--- src/rtl/gpio_bank_pkg.sv ---
package gpio_bank_pkg;

    // word index (byte offset / 4) of each register in the bank window
    localparam logic [3:0] WA_MASK = 4'd0;
    localparam logic [3:0] WA_CFG  = 4'd1;
    localparam logic [3:0] WA_PINS = 4'd2;
    localparam logic [3:0] WA_LOCK = 4'd3;
    localparam logic [3:0] WA_SET  = 4'd4;
    localparam logic [3:0] WA_CLR  = 4'd5;
    localparam logic [3:0] WA_OUTS = 4'd6;

    localparam int BUS_W = 32;

    typedef struct packed {
        logic [2:0] evt;
        logic [1:0] drive;
        logic       schmitt;
        logic       open_drain;
        logic       filt_slow;
        logic       filt_en;
        logic       slew;
        logic       pull_dn;
        logic       pull_up;
        logic       dir;
        logic [2:0] func;
    } line_cfg_t;

    function automatic line_cfg_t cfg_from_word(input logic [BUS_W-1:0] w);
        line_cfg_t c;
        c.func       = w[2:0];
        c.dir        = w[8];
        c.pull_up    = w[9];
        c.pull_dn    = w[10];
        c.slew       = w[11];
        c.filt_en    = w[12];
        c.filt_slow  = w[13];
        c.open_drain = w[14];
        c.schmitt    = w[15];
        c.drive      = w[17:16];
        c.evt        = w[26:24];
        return c;
    endfunction

    function automatic logic [BUS_W-1:0] cfg_to_word(input line_cfg_t c);
        logic [BUS_W-1:0] w;
        w        = '0;
        w[2:0]   = c.func;
        w[8]     = c.dir;
        w[9]     = c.pull_up;
        w[10]    = c.pull_dn;
        w[11]    = c.slew;
        w[12]    = c.filt_en;
        w[13]    = c.filt_slow;
        w[14]    = c.open_drain;
        w[15]    = c.schmitt;
        w[17:16] = c.drive;
        w[26:24] = c.evt;
        return w;
    endfunction

endpackage

--- src/rtl/gpio_cfg_store.sv ---
module gpio_cfg_store
    import gpio_bank_pkg::*;
#(
    parameter int NUM_LINES = 32
) (
    input  logic                          clk,
    input  logic                          rst,
    input  logic                          mask_we,
    input  logic                          cfg_we,
    input  logic [BUS_W-1:0]              wdata,
    output logic [BUS_W-1:0]              mask_q,
    output line_cfg_t [NUM_LINES-1:0]     cfg_q,
    output logic [BUS_W-1:0]              cfg_rd_word
);
    localparam int SEL_W = (NUM_LINES > 1) ? $clog2(NUM_LINES) : 1;

    line_cfg_t        new_cfg;
    logic [SEL_W-1:0] rd_sel;
    logic             rd_hit;

    assign new_cfg = cfg_from_word(wdata);

    always_ff @(posedge clk) begin
        if (rst) begin
            mask_q <= '0;
        end else if (mask_we) begin
            mask_q <= wdata;
        end
    end

    // one configuration word per line, loaded only when its mask bit is set
    for (genvar g = 0; g < NUM_LINES; g++) begin : g_line
        always_ff @(posedge clk) begin
            if (rst) begin
                cfg_q[g] <= '0;
            end else if (cfg_we && mask_q[g]) begin
                cfg_q[g] <= new_cfg;
            end
        end
    end

    // lowest selected line wins the readback
    always_comb begin
        rd_sel = '0;
        rd_hit = 1'b0;
        for (int i = NUM_LINES - 1; i >= 0; i--) begin
            if (mask_q[i]) begin
                rd_sel = SEL_W'(i);
                rd_hit = 1'b1;
            end
        end
    end

    assign cfg_rd_word = rd_hit ? cfg_to_word(cfg_q[rd_sel]) : '0;

endmodule

--- src/rtl/gpio_out_latch.sv ---
module gpio_out_latch #(
    parameter int NUM_LINES = 32
) (
    input  logic                 clk,
    input  logic                 rst,
    input  logic                 set_we,
    input  logic                 clr_we,
    input  logic [NUM_LINES-1:0] bits,
    output logic [NUM_LINES-1:0] latch_q
);
    always_ff @(posedge clk) begin
        if (rst) begin
            latch_q <= '0;
        end else if (set_we) begin
            latch_q <= latch_q | bits;
        end else if (clr_we) begin
            latch_q <= latch_q & ~bits;
        end
    end
endmodule

--- src/rtl/gpio_in_sync.sv ---
module gpio_in_sync #(
    parameter int NUM_LINES = 32,
    parameter int STAGES    = 2
) (
    input  logic                 clk,
    input  logic                 rst,
    input  logic [NUM_LINES-1:0] d,
    output logic [NUM_LINES-1:0] q
);
    logic [NUM_LINES-1:0] stage_q [STAGES];

    for (genvar s = 0; s < STAGES; s++) begin : g_stage
        if (s == 0) begin : g_first
            always_ff @(posedge clk) begin
                if (rst) stage_q[s] <= '0;
                else     stage_q[s] <= d;
            end
        end else begin : g_next
            always_ff @(posedge clk) begin
                if (rst) stage_q[s] <= '0;
                else     stage_q[s] <= stage_q[s-1];
            end
        end
    end

    assign q = stage_q[STAGES-1];
endmodule

--- src/rtl/gpio_pad_drive.sv ---
module gpio_pad_drive
    import gpio_bank_pkg::*;
#(
    parameter int NUM_LINES = 32
) (
    input  line_cfg_t [NUM_LINES-1:0]   cfg,
    input  logic [NUM_LINES-1:0]        latch,
    output logic [NUM_LINES-1:0]        pad_out,
    output logic [NUM_LINES-1:0]        pad_oe,
    output logic [NUM_LINES-1:0][2:0]   pad_func,
    output logic [NUM_LINES-1:0]        pad_pull_up,
    output logic [NUM_LINES-1:0]        pad_pull_dn,
    output logic [NUM_LINES-1:0]        pad_slew,
    output logic [NUM_LINES-1:0]        pad_filt_en,
    output logic [NUM_LINES-1:0]        pad_filt_slow,
    output logic [NUM_LINES-1:0]        pad_open_drain,
    output logic [NUM_LINES-1:0]        pad_schmitt,
    output logic [NUM_LINES-1:0][1:0]   pad_drive
);
    for (genvar g = 0; g < NUM_LINES; g++) begin : g_pad
        logic owned;
        assign owned = (cfg[g].func == 3'd0);

        // open-drain: drive low only, release when latch is 1
        assign pad_out[g] = owned & ~cfg[g].open_drain & latch[g];
        assign pad_oe[g]  = owned & cfg[g].dir & (~cfg[g].open_drain | ~latch[g]);

        assign pad_func[g]       = cfg[g].func;
        assign pad_pull_up[g]    = cfg[g].pull_up;
        assign pad_pull_dn[g]    = cfg[g].pull_dn;
        assign pad_slew[g]       = cfg[g].slew;
        assign pad_filt_en[g]    = cfg[g].filt_en;
        assign pad_filt_slow[g]  = cfg[g].filt_slow;
        assign pad_open_drain[g] = cfg[g].open_drain;
        assign pad_schmitt[g]    = cfg[g].schmitt;
        assign pad_drive[g]      = cfg[g].drive;
    end
endmodule

--- src/rtl/gpio_bank_regs.sv ---
module gpio_bank_regs
    import gpio_bank_pkg::*;
#(
    parameter int NUM_LINES   = 32,
    parameter int ADDR_W      = 6,
    parameter int SYNC_STAGES = 2
) (
    input  logic                       clk,
    input  logic                       rst,
    input  logic                       bus_wr_en,
    input  logic [ADDR_W-1:0]          bus_addr,
    input  logic [31:0]                bus_wdata,
    output logic [31:0]                bus_rdata,
    input  logic [NUM_LINES-1:0]       pad_in,
    output logic [NUM_LINES-1:0]       pad_out,
    output logic [NUM_LINES-1:0]       pad_oe,
    output logic [NUM_LINES-1:0][2:0]  pad_func,
    output logic [NUM_LINES-1:0]       pad_pull_up,
    output logic [NUM_LINES-1:0]       pad_pull_dn,
    output logic [NUM_LINES-1:0]       pad_slew,
    output logic [NUM_LINES-1:0]       pad_filt_en,
    output logic [NUM_LINES-1:0]       pad_filt_slow,
    output logic [NUM_LINES-1:0]       pad_open_drain,
    output logic [NUM_LINES-1:0]       pad_schmitt,
    output logic [NUM_LINES-1:0][1:0]  pad_drive
);
    localparam int WA_W = ADDR_W - 2;

    logic [WA_W-1:0]              word_addr;
    logic                         aligned;
    logic                         hit_mask, hit_cfg, hit_pins, hit_set, hit_clr, hit_outs;
    logic [BUS_W-1:0]             mask_q;
    line_cfg_t [NUM_LINES-1:0]    cfg_q;
    logic [BUS_W-1:0]             cfg_rd_word;
    logic [NUM_LINES-1:0]         latch_q;
    logic [NUM_LINES-1:0]         pins_q;

    assign word_addr = bus_addr[ADDR_W-1:2];
    assign aligned   = (bus_addr[1:0] == 2'b00);

    assign hit_mask = aligned && (word_addr == WA_W'(WA_MASK));
    assign hit_cfg  = aligned && (word_addr == WA_W'(WA_CFG));
    assign hit_pins = aligned && (word_addr == WA_W'(WA_PINS));
    assign hit_set  = aligned && (word_addr == WA_W'(WA_SET));
    assign hit_clr  = aligned && (word_addr == WA_W'(WA_CLR));
    assign hit_outs = aligned && (word_addr == WA_W'(WA_OUTS));

    gpio_cfg_store #(.NUM_LINES(NUM_LINES)) u_cfg (
        .clk         (clk),
        .rst         (rst),
        .mask_we     (bus_wr_en && hit_mask),
        .cfg_we      (bus_wr_en && hit_cfg),
        .wdata       (bus_wdata),
        .mask_q      (mask_q),
        .cfg_q       (cfg_q),
        .cfg_rd_word (cfg_rd_word)
    );

    gpio_out_latch #(.NUM_LINES(NUM_LINES)) u_latch (
        .clk     (clk),
        .rst     (rst),
        .set_we  (bus_wr_en && hit_set),
        .clr_we  (bus_wr_en && hit_clr),
        .bits    (bus_wdata[NUM_LINES-1:0]),
        .latch_q (latch_q)
    );

    gpio_in_sync #(.NUM_LINES(NUM_LINES), .STAGES(SYNC_STAGES)) u_sync (
        .clk (clk),
        .rst (rst),
        .d   (pad_in),
        .q   (pins_q)
    );

    gpio_pad_drive #(.NUM_LINES(NUM_LINES)) u_pad (
        .cfg            (cfg_q),
        .latch          (latch_q),
        .pad_out        (pad_out),
        .pad_oe         (pad_oe),
        .pad_func       (pad_func),
        .pad_pull_up    (pad_pull_up),
        .pad_pull_dn    (pad_pull_dn),
        .pad_slew       (pad_slew),
        .pad_filt_en    (pad_filt_en),
        .pad_filt_slow  (pad_filt_slow),
        .pad_open_drain (pad_open_drain),
        .pad_schmitt    (pad_schmitt),
        .pad_drive      (pad_drive)
    );

    always_comb begin
        bus_rdata = '0;
        if (hit_mask)      bus_rdata = mask_q;
        else if (hit_cfg)  bus_rdata = cfg_rd_word;
        else if (hit_pins) bus_rdata = BUS_W'(pins_q);
        else if (hit_outs) bus_rdata = BUS_W'(latch_q);
    end

endmodule

--- config.mk ---
export PLATFORM = sky130hd
export DESIGN_NAME = gpio_bank_regs
export DESIGN_NICKNAME = d
export VERILOG_FILES = /design/src/rtl/gpio_bank_pkg.sv /design/src/rtl/gpio_cfg_store.sv /design/src/rtl/gpio_out_latch.sv /design/src/rtl/gpio_in_sync.sv /design/src/rtl/gpio_pad_drive.sv /design/src/rtl/gpio_bank_regs.sv
export SDC_FILE = /design/constraint.sdc
export NUM_CORES = 2
export LEC_CHECK = 0
export ABC_AREA = 1
export BUFFER_PORTS_ARGS = -buffer_cell sky130_fd_sc_hd__buf_2
export CAP_MARGIN = 20
export CORE_ASPECT_RATIO = 1.2
export CORE_MARGIN = 5
export CORE_UTILIZATION = 35
export CTS_BUF_LIST = sky130_fd_sc_hd__clkbuf_8
export DETAILED_ROUTE_END_ITERATION = 8
export HOLD_SLACK_MARGIN = 0.06
export SETUP_SLACK_MARGIN = 0.15
export SYNTH_ARGS = -nofsm -noshare
export SYNTH_HDL_FRONTEND = slang
export SYNTH_SLANG_ARGS = --single-unit
--- constraint.sdc ---
create_clock -name clk -period 3.18 [get_ports clk]
set_input_delay 0.636 -clock clk [delete_from_list [all_inputs] [get_ports clk]]
set_output_delay 0.636 -clock clk [all_outputs]
set_load 0.02 [all_outputs]
==> results.cfg <==
[logic_synthesis]
synth_top_area_share_pct = 41.4
synth_top_area_cell = dfxtp_1
yosys_register_bits = 640
ys_top_cells_by_area = dfxtp_1 41%, a211oi_1 14%, buf_4 10%, nor2_1 9.1%, nand3_1 8.4%
syn_avg_cell_area_um2 = 7.43
yosys-top-cells-count = 753 x nor2_1, 640 x dfxtp_1, 599 x nand2_1, 576 x a211oi_1, 521 x nand3_1
synthFlopType = dfxtp_1
synth_edf_count = 0
yosysSeqAreaShare_pct = 41.4
syn_nets = 4237
syn_area_mm2 = 0.0309
ys_types = 28
synthCells = 4164
ys_warn_count = 0
post-synth-top-count-cell = nor2_1
synthArstFlopShare_pct = 0

[place]
placed_cell_area_mm2 = 0.0342
place_inst = 5433
port_buffers = 552
place_congestion = 0.956
pre_cts_ws_ps = -1330
hpwl_um = 104000

[cells_and_area]
fin_nets = 4499
fin_util_pct = 43.1
regArea_mm2 = 0.0128
final_cell_area_mm2 = 0.0378
drive_gt1_share_pct = 27.0
multi_input_area_mm2 = 0.0139
fillers = 8975
stdcell_count = 5663
syn2layout_area_growth_pct = 22.2

[global_routing]
antenna_found_initial = 8
grt_pass1_vias = 28400
grt_pass1_wl_um = 200000
grt_max_degree = 93
track_usage_pct = 28.4
overflow = 0

[worst_setup_path]
crit_path_frequent_cell = nand2_1
path_delay_family = simple AND/OR/NAND/NOR gates
max_stage_delay_ps = 330
worst_ep_required_time_ps = 2540
end_kind = output port
crit_buf_inv = 4
startpoint_type = flop
worstSetupPathType = reg -> out
worst_path_max_delay_cell = dfxtp_2
arrival_ps = 4380
cp_max_fo = 24

[timing]
clock.fmax_ghz = 0.199
whs_ps = 130
tns_ps = -28820
tightestPinTransition_ps = 1090
drv_slew = 0
min_period_ps = 5020
rsz0062_at_grt = true
worst_slack_ps = -1840
slew-limit-headroom_pct = 26.9
fin_skew_ps = 41.2
finalHoldViolCount = 0
setup_viol = 16
min_period_over_period_pct = 158

[detailed_routing]
avgViaCountPerCell = 5.35
dr_total_vias = 30300
wirelength_um = 141000
ant_nets = 0
drt-pass1-iter-count = 6
routedWlPerCell_um = 24.9
drc_errors = 0
drtIter0Drc = 2895

[clocking]
cts_sinks = 640
insertion_delay_ps = 760
cts-root-buf = clkbuf_8
clockBufferDepth = 3
htree_levels = 3
cts_tree = yes
cts_made_buffers = 107
cts.reportedPaths.clkPinSlew_ps = 60

[floorplan]
die_y_um = 336
floorplan.initialDensity_pct = 35.3
num_io_pins = 553
rows = 119
die_area_mm2 = 0.0945
core_area_mm2 = 0.0877
die_w_um = 281

[status]
status = complete, but fails checks
violations = negative setup slack

[pwr]
vdd_drop_max_v = 0.000307
powerDensity_mw_per_mm2 = 479
p_leak_nw = 15.8
p_total_mw = 18.1

[hold_path]
worstHoldPathType = in -> reg

[run]
maxCapViolations = 0
power breakdown:
part	total [mW]	internal [mW]	switching, mW
Clock	7.64	4.07	3.56
Sequential	8.09	8.06	0.0231
Combinational	2.39	0.813	1.58
layout by cell type (no fill, tap or decap), types with 17 or more instances in the layout:
| cell type | count |
|---|---|
| or3_1 | 24 |
| nand3_1 | 401 |
| buf_2 | 535 |
| nor3_1 | 19 |
| buf_12 | 77 |
| nor2_1 | 718 |
| clkinv_1 | 19 |
| buf_4 | 214 |
| inv_1 | 202 |
| dfxtp_1 | 639 |
| a211oi_1 | 576 |
| o211ai_1 | 21 |
| nor2_2 | 34 |
| nand3_4 | 17 |
| nand2_2 | 24 |
| nand3_2 | 103 |
| nand2_1 | 575 |
| clkbuf_8 | 139 |
| clkinv_2 | 18 |
| dlygate4sd3_1 | 17 |
| buf_6 | 20 |
cell families after synthesis:
| kind of cell | synth area share (%) |
|---|---|
| compound gates | 15.9 |
| buf+inv | 16.5 |
| flops | 41.4 |
| simple gates | 26.1 |
registers in the layout (all words and copies together) (netlist names), named ones only:
| register | count |
|---|---|
| u_cfg.cfg_q | 512 |
| u_sync.stage_q | 64 |
| u_cfg.mask_q | 32 |
final timing paths:
path / from / endpoint / slack (ps) / depth (start not counted)
worst max-delay path: u_cfg.mask_q[30] / bus_rdata[2] / -1840 / 43
worst min-delay path: pad_in[27] / u_sync.stage_q[0][27] / 130 / 3
worst min register to register: u_sync.stage_q[0][21] / u_sync.stage_q[1][21] / 400 / 2
worst max register to register: u_cfg.mask_q[0] / u_cfg.cfg_q[4] / 1450 / 7
per-layer routing:
metal | wire [um] | track usage (%)
met2 | 66700 | 47.5
met1 | 55500 | 35.5
met4 | 7080 | 12.9
met5 | 27 | 0
met3 | 11700 | 5.55
what timing repair did:
item	in CTS	in global routing
gates resized for setup	143	60
cloned	7	1
setup endpoints to repair	16	16
hold buffers	17	0
setup buffers	7	1
hold endpoints to repair	17	0
pin swaps	16	14
layout make-up:
| class | instances | area share, % |
|---|---|---|
| Timing Repair inverter | 1 | 0.0298 |
| Timing Repair Buffer | 880 | 17.5 |
| Tap cell | 1149 | 3.80 |
| Multi-Input combinational cell | 2598 | 36.8 |
| Clock buffer | 139 | 5.06 |
| Inverter | 198 | 2.02 |
| Sequential cell | 640 | 33.9 |
| Antenna cell | 5 | 0.0331 |
| Clock inverter | 53 | 0.798 |
worst min-delay path: cells and delay by family:
kind / cells / cell delay (ps)
buf+inv: 2 / 150
simple gates: 1 / 50
Note: power is estimated with default switching activity, not from simulation.
